**config.mk**
```make
export PLATFORM = sky130hd
export DESIGN_NAME = dual_edge_capture
export DESIGN_NICKNAME = d
export VERILOG_FILES = /design/src/rtl/dec_pkg.sv /design/src/rtl/dec_sync.sv /design/src/rtl/dec_ctrl.sv /design/src/rtl/dec_fifo.sv /design/src/rtl/dual_edge_capture.sv
export SDC_FILE = /design/constraint.sdc
export NUM_CORES = 1
export LEC_CHECK = 0
export BUFFER_PORTS_ARGS = -buffer_cell sky130_fd_sc_hd__buf_4
export CORE_AREA = 2 2 115 117
export CTS_CLUSTER_SIZE = 16
export DETAILED_ROUTE_END_ITERATION = 10
export DIE_AREA = 0 0 117 119
export HOLD_SLACK_MARGIN = 0.06
export PLACE_DENSITY = 0.73
export SLEW_MARGIN = 20
export SYNTH_ARGS = -nofsm -noshare
export SYNTH_HDL_FRONTEND = slang
export SYNTH_HIERARCHICAL = 1
export SYNTH_SLANG_ARGS = --single-unit
```
**constraint.sdc**
```tcl
create_clock -name clk_i -period 5.5 [get_ports clk_i]
set_input_delay 0.55 -clock clk_i [delete_from_list [all_inputs] [get_ports clk_i]]
set_output_delay 0.55 -clock clk_i [all_outputs]
set_load 0.01 [all_outputs]
```
**src/rtl/dec_pkg.sv**
```systemverilog
package dec_pkg;
  typedef enum logic {
    CAP_IDLE = 1'b0,
    CAP_RUN  = 1'b1
  } cap_state_e;
endpackage

```
**src/rtl/dec_sync.sv**
```systemverilog
// Multi-stage synchronizer for the strobe and the data bus; equal depth keeps them aligned.
module dec_sync #(
  parameter int W      = 16,
  parameter int STAGES = 2
) (
  input  logic         clk_i,
  input  logic         rst_ni,
  input  logic         strobe_i,
  input  logic [W-1:0] data_i,
  output logic         strobe_o,
  output logic [W-1:0] data_o
);
  logic [STAGES-1:0] stb_q;
  logic [W-1:0]      dat_q [STAGES];

  always_ff @(posedge clk_i) begin
    if (!rst_ni) begin
      stb_q <= '0;
      for (int i = 0; i < STAGES; i++) dat_q[i] <= '0;
    end else begin
      stb_q <= {stb_q[STAGES-2:0], strobe_i};
      dat_q[0] <= data_i;
      for (int i = 1; i < STAGES; i++) dat_q[i] <= dat_q[i-1];
    end
  end

  assign strobe_o = stb_q[STAGES-1];
  assign data_o   = dat_q[STAGES-1];
endmodule

```
**src/rtl/dec_ctrl.sv**
```systemverilog
// Burst framing and level-change detection on the synchronized strobe.
module dec_ctrl #(
  parameter int W = 16
) (
  input  logic         clk_i,
  input  logic         rst_ni,
  input  logic         start_i,
  input  logic         end_i,
  input  logic         strobe_s_i,
  input  logic [W-1:0] data_s_i,
  input  logic         full_i,
  output logic         wr_en_o,
  output logic [W-1:0] wr_data_o,
  output logic         flush_o,
  output logic         overflow_o
);
  import dec_pkg::*;

  cap_state_e state_q;
  logic       ref_lvl_q;
  logic       ovf_q;
  logic       cap_evt;

  assign cap_evt   = (state_q == CAP_RUN) && (strobe_s_i != ref_lvl_q) && !start_i;
  assign wr_en_o   = cap_evt && !full_i;
  assign wr_data_o = data_s_i;
  assign flush_o   = start_i;

  always_ff @(posedge clk_i) begin
    if (!rst_ni) begin
      state_q   <= CAP_IDLE;
      ref_lvl_q <= 1'b0;
      ovf_q     <= 1'b0;
    end else if (start_i) begin
      state_q   <= CAP_RUN;
      ref_lvl_q <= 1'b0;
      ovf_q     <= 1'b0;
    end else begin
      if (state_q == CAP_RUN) ref_lvl_q <= strobe_s_i;
      if (cap_evt && full_i)  ovf_q     <= 1'b1;
      if (end_i)              state_q   <= CAP_IDLE;
    end
  end

  assign overflow_o = ovf_q;
endmodule

```
**src/rtl/dec_fifo.sv**
```systemverilog
// Word FIFO with a flush; DEPTH must be a power of two.
module dec_fifo #(
  parameter int W     = 16,
  parameter int DEPTH = 8,
  localparam int AW   = $clog2(DEPTH),
  localparam int CW   = AW + 1
) (
  input  logic          clk_i,
  input  logic          rst_ni,
  input  logic          flush_i,
  input  logic          wr_en_i,
  input  logic [W-1:0]  wr_data_i,
  input  logic          rd_ready_i,
  output logic          rd_valid_o,
  output logic [W-1:0]  rd_data_o,
  output logic          full_o,
  output logic [CW-1:0] count_o
);
  logic [W-1:0]  mem_q [DEPTH];
  logic [CW-1:0] wr_ptr_q, rd_ptr_q;
  logic          push, pop;

  assign count_o    = wr_ptr_q - rd_ptr_q;
  assign full_o     = (count_o == CW'(DEPTH));
  assign rd_valid_o = (count_o != '0);
  assign rd_data_o  = mem_q[rd_ptr_q[AW-1:0]];
  assign push       = wr_en_i && !full_o;
  assign pop        = rd_ready_i && rd_valid_o;

  always_ff @(posedge clk_i) begin
    if (!rst_ni || flush_i) begin
      wr_ptr_q <= '0;
      rd_ptr_q <= '0;
    end else begin
      if (push) wr_ptr_q <= wr_ptr_q + 1'b1;
      if (pop)  rd_ptr_q <= rd_ptr_q + 1'b1;
    end
  end

  always_ff @(posedge clk_i) begin
    if (push) mem_q[wr_ptr_q[AW-1:0]] <= wr_data_i;
  end
endmodule

```
**src/rtl/dual_edge_capture.sv**
```systemverilog
module dual_edge_capture #(
  parameter int W           = 16,
  parameter int DEPTH       = 8,
  parameter int SYNC_STAGES = 2,
  localparam int CW         = $clog2(DEPTH) + 1
) (
  input  logic         clk_i,
  input  logic         rst_ni,
  input  logic         burst_start_i,
  input  logic         burst_end_i,
  input  logic         dev_strobe_i,
  input  logic [W-1:0] dev_data_i,
  output logic         out_valid_o,
  input  logic         out_ready_i,
  output logic [W-1:0] out_data_o,
  output logic         overflow_o
);
  logic          strobe_s;
  logic [W-1:0]  data_s;
  logic          wr_en_w;
  logic [W-1:0]  wr_data_w;
  logic          flush_w;
  logic          fifo_full_w;
  logic [CW-1:0] fifo_count_w;

  dec_sync #(.W(W), .STAGES(SYNC_STAGES)) sync_i (
    .clk_i    (clk_i),
    .rst_ni   (rst_ni),
    .strobe_i (dev_strobe_i),
    .data_i   (dev_data_i),
    .strobe_o (strobe_s),
    .data_o   (data_s)
  );

  dec_ctrl #(.W(W)) ctrl_i (
    .clk_i      (clk_i),
    .rst_ni     (rst_ni),
    .start_i    (burst_start_i),
    .end_i      (burst_end_i),
    .strobe_s_i (strobe_s),
    .data_s_i   (data_s),
    .full_i     (fifo_full_w),
    .wr_en_o    (wr_en_w),
    .wr_data_o  (wr_data_w),
    .flush_o    (flush_w),
    .overflow_o (overflow_o)
  );

  dec_fifo #(.W(W), .DEPTH(DEPTH)) fifo_i (
    .clk_i      (clk_i),
    .rst_ni     (rst_ni),
    .flush_i    (flush_w),
    .wr_en_i    (wr_en_w),
    .wr_data_i  (wr_data_w),
    .rd_ready_i (out_ready_i),
    .rd_valid_o (out_valid_o),
    .rd_data_o  (out_data_o),
    .full_o     (fifo_full_w),
    .count_o    (fifo_count_w)
  );
endmodule

```
Word level (Yosys, flattened, before mapping)

Memories as Yosys holds them, arrays and structs flattened. A register that Yosys moved wholly into a read port is not among the register bits.
Index checks and enable logic that the tools add are counted.
Widths: inputs -> output; s select.

Reduce and logical (&&, ||, !) cells: 13
Equal/unequal tests: 2
Add/subtract/negate cells: 3
Bitwise gates (word level): 3
Multiplexer cells: 10

Operator list:

| kind                | count |
|---|---|
| $mux 16             | 2 |
| $add 4x1->4 const B | 2 |
| $logic_and 1x1->1   | 6 |
| $mux 1              | 6 |
| $mux 3              | 2 |
| $eq 4x4->1 const B  | 1 |
| $reduce_bool 4->1   | 1 |
| $sub 4x4->4         | 1 |
| $logic_not 1->1     | 3 |
| $or 1x1->1          | 2 |
| $reduce_bool 2->1   | 1 |
| $reduce_or 2->1     | 1 |
| $logic_or 1x1->1    | 1 |
| $ne 1x1->1          | 1 |
| $not 1->1           | 1 |

Memories kept: 2
Logic and storage cells: 39
Output and inout port bits: 18
Register bits after elaboration: 13
Input bits: 22
Bits in writable memories: 160

Memories:

| name         | depth | bits a word | read ports | clocked after memory_dff | wr ports | RTL line       | source |
|---|---|---|---|---|---|---|---|
| fifo_i.mem_q | 8     | 16          | 1          | 1                        | 1        | dec_fifo.sv:19 | `logic [W-1:0] mem_q [DEPTH];` |
| sync_i.dat_q | 2     | 16          | 2          | 0                        | 2        | dec_sync.sv:14 | `logic [W-1:0] dat_q [STAGES];` |

Logic depth before layout (Yosys ltp)

Word-level depth: 7
Depth in mapped cells: 12
Depth with buffers taken out: 12

Cells and area by module

The synthesis kept the hierarchy.

Modules (own cells, without submodules):

| module   | area an instance (sq um) | cells an instance | instances | seq. area each (sq um) |
|---|---|---|---|---|
| dec_fifo | 5,487.8                  | 273               | 1         | 4,063.9 |
| dec_sync | 1,071.0                  | 87                | 1         | 680.7 |
| dec_ctrl | 264.0                    | 29                | 1         | 60.1 |

Least setup slack after synthesis

No wires, ideal clock.

Path kind: flip-flop to flip-flop
From: register fifo_i.wr_ptr_q[0]
To: memory fifo_i.mem_q[0][0] (enable)
Cell stages (with the launch flop): 12
Data arrival time: 3.691 ns
Buffers on the path: 0
Slack: 1.379 ns
Required time: 5.070 ns
Setup time: 0.430 ns
Clock period less this slack: 4.121 ns
Path through: dfxtp_1 inv_1 ha_1 inv_1 fa_1 xor2_1 nor3_2 o21ai_4 inv_2 nor4b_2 nand2_1 nor4_1

Longest elaborated chain between the ends: 7

RTL lines:

| what                         | RTL line                | source |
|---|---|---|
| start, declared              | dec_fifo.sv:20          | `logic [CW-1:0] wr_ptr_q, rd_ptr_q;` |
| start signal, assigned       | dec_fifo.sv:35          | `if (push) wr_ptr_q <= wr_ptr_q + 1'b1;` |
| $sub 4x4->4                  | dec_fifo.sv:23          | `assign count_o = wr_ptr_q - rd_ptr_q;` |
| named net fifo_count_w[2]    | dual_edge_capture.sv:24 | `logic [CW-1:0] fifo_count_w;` |
| $eq 4x4->1                   | dec_fifo.sv:24          | `assign full_o = (count_o == CW'(DEPTH));` |
| named net fifo_full_w        | dual_edge_capture.sv:23 | `logic fifo_full_w;` |
| $logic_not 1->1              | dec_ctrl.sv:25          | `assign wr_en_o = cap_evt && !full_i;` |
| $logic_and 1x1->1            | dec_ctrl.sv:25          |  |
| named net wr_en_w            | dual_edge_capture.sv:20 | `logic wr_en_w;` |
| $logic_and 1x1->1            | dec_fifo.sv:27          | `assign push = wr_en_i && !full_o;` |
| $mux 1                       | dec_fifo.sv:41          | `if (push) mem_q[wr_ptr_q[AW-1:0]] <= wr_data_i;` |
| $mux 1 (not written as such) | dec_fifo.sv:41          |  |
| end, declared                | dec_fifo.sv:19          |  |

The timed path passes the listed nets, and every way through them passes these cells.

Worst setup path after layout

From: register fifo_i.wr_ptr_q[2]
To: memory fifo_i.mem_q[2][8] (enable)

Longest elaborated chain between the ends: 7

RTL lines:

| what                         | RTL line |
|---|---|
| $sub 4x4->4                  | dec_fifo.sv:23 |
| $eq 4x4->1                   | dec_fifo.sv:24 |
| named net fifo_full_w        | dual_edge_capture.sv:23 |
| $logic_not 1->1              | dec_ctrl.sv:25 |
| $logic_and 1x1->1            | dec_ctrl.sv:25 |
| named net wr_en_w            | dual_edge_capture.sv:20 |
| $logic_and 1x1->1            | dec_fifo.sv:27 |
| $mux 1                       | dec_fifo.sv:41 |
| $mux 1 (not written as such) | dec_fifo.sv:41 |

The timed path passes the listed nets, and every way through them passes these cells.

==> impl_metrics.ini <==
[pwr]
seq_power_share_pct = 53.9
p_int_mw = 2.17
p_leak_nw = 2.61
power.total_mw = 2.68
p_per_area_mw_per_mm2 = 347
p_clk_share_pct = 44.5
swShare_pct = 18.9
ir_drop_v = 0.000206
power.switching_mw = 0.505
comb_power_share_pct = 1.5

[grt]
overflow = 0
grt_max_degree = 40
grt_use_total_pct = 17.4
antenna_found_initial = 0
grt_pass1_vias = 3263
grt_pass1_wl_um = 17300

[sta]
setup_viol = 0
fmax_mhz = 262
min_period_ns = 3.82
skew_ns = 0.00705
fin_setup_tns_ns = 0
period_share_pct = 69.4
hold_viol_final = 0
max-slew-margin-rel_pct = 40.4
tightest_slew_ns = 0.893
drv_slew = 0
rsz0062_at_grt = false

[clock_network]
holdBufCountCts = 0
cts_max_level = 4
clockBufferDepth = 2
cts_made_buffers = 17
clock-sinks = 176
clk_pin_slew_ns = 0.06
clk-insertion-delay-late_ns = 0.42
ctsResizeCount = 0
clock-root-buffer = clkbuf_16
tritoncts = done
cts_post_setup_buffers_inserted = 0

[floorplan]
rows = 42
fp.dieArea_mm2 = 0.0139
ios = 40
die_w_um = 117
start_util_pct = 53.0
design.core.area_mm2 = 0.0129
chipHeight_um = 119

[drt]
via_count = 3118
wl_per_cell_um = 18.4
ant_nets = 0
first_iter_violations = 224
routed_via_density = 5.21
drc_errors = 0
dr.pass1.iters = 5
routed_wl_um = 11000

[run]
maxCapViolations = 0

[worst_setup_path]
r2r_end = fifo_i/mem_q[2][8]
crit_path_cell_trace = ha_1, a21oi_1, a21oi_1, o21ai_4, inv_2, nor4b_2, nand2_1, nor3_2, buf_4
cp_max_fo = 10
end_kind = flip-flop
slowest_stage = nor4b_2
cpMostUsedCell = a21oi_1
reg2reg_from = fifo_i/wr_ptr_q[2]
slowest_delay_ns = 0.58
ff2ff_setup_slack_ns = 1.68
cp.required_ns = 5.62
cp_num_buf_inv = 2
start_kind = flip-flop
path_delay_family = simple AND/OR/NAND/NOR gates
ff2ff_path_depth = 9
crit_type = reg2reg
cp_data_arrival_time_ns = 3.94

[place]
port_buffers = 39
place_inst = 566
place_congestion = 0.728
dpl.hpwl_um = 6720

[cells_and_area]
num-nets-final = 437
diodes = 0
fillCellCount = 928
final_common_cell = edfxtp_1
drive_gt1_share_pct = 41.0
area.growth.synth_to_final_pct = 13.2
final_cell_mix = edfxtp_1 (128), buf_4 (49), dfxtp_1 (47)
final_cells = 598

[status]
status = completed

[yosys]
synth_cells = 388
synth.net_count = 416
synth.avg_cell_area_um2 = 17.6
ys.warnings.count = 6
syn_area_mm2 = 0.00682

[worst_hold_path]
worstHoldPathType = in2reg
hp-start = burst_start_i
holdPathEnd = ctrl_i/ref_lvl_q
hold_depth = 2
-- cell type report --
class | instances | area (um2) | share of cell area [%]
sequential | 176 | 4810 | 62.2
multi-input combinational | 158 | 1710 | 22.1
clock buffer | 19 | 433 | 5.61
timing repair buffer | 49 | 368 | 4.76
tap | 176 | 220 | 2.85
clock inverter | 13 | 161 | 2.09
inverter | 7 | 26.3 | 0.340
-- how the worst max path moves through the flow --
stage                        from                  to  cells after the start
2_1_floorplan  fifo_i/wr_ptr_q[0]  fifo_i/mem_q[0][0]                     11
3_3_place_gp   fifo_i/wr_ptr_q[0]  fifo_i/mem_q[2][3]                     12
3_5_place_dp   fifo_i/wr_ptr_q[2]  fifo_i/mem_q[2][4]                      9
4_1_cts        fifo_i/wr_ptr_q[2]  fifo_i/mem_q[2][8]                      9
5_1_grt        fifo_i/wr_ptr_q[2]  fifo_i/mem_q[2][8]                      9
6_report       fifo_i/wr_ptr_q[2]  fifo_i/mem_q[2][8]                      9
-- flip-flops by register name, summed over array words and instances (netlist names), named ones only --
name / cells
fifo_i/mem_q: 128
sync_i/dat_q: 32
fifo_i/rd_ptr_q: 4
fifo_i/wr_ptr_q: 4
sync_i/stb_q: 2
ctrl_i/overflow_o: 1
ctrl_i/ref_lvl_q: 1
ctrl_i/state_q: 1
-- routing by layer --
| metal | routed length, um | GRT usage (%) |
|---|---|---|
| met1 | 4610 | 23.2 |
| met2 | 5630 | 27.0 |
| met5 | 0 | 0 |
| met4 | 148 | 8.09 |
| met3 | 607 | 4.27 |
-- power by group through the flow --
stage	clock, mW	combinational [mW]	sequential [mW]
6_report	1.19	0.0415	1.44
3_3_place_gp	0	0.0414	1.47
4_1_cts	1.21	0.0422	1.44
3_5_place_dp	0	0.0422	1.47
2_1_floorplan	0	0.0415	1.46
5_1_grt	1.26	0.0459	1.44
-- through the flow --
stage / utilization [%] / hold slack [ns] / instance area [um2] / worst slack (ns)
2_1_floorplan: - / 0.426 / 6820 / 1.38
3_3_place_gp: 55.4 / 0.429 / 7130 / 2.04
3_5_place_dp: 55.4 / 0.432 / 7130 / 1.77
4_1_cts: 60.0 / 0.313 / 7720 / 1.74
5_1_grt: 60.0 / 0.326 / 7720 / 1.42
6_report: 60.0 / 0.339 / 7720 / 1.68
No activity file was read; power rests on OpenSTA's default activity.
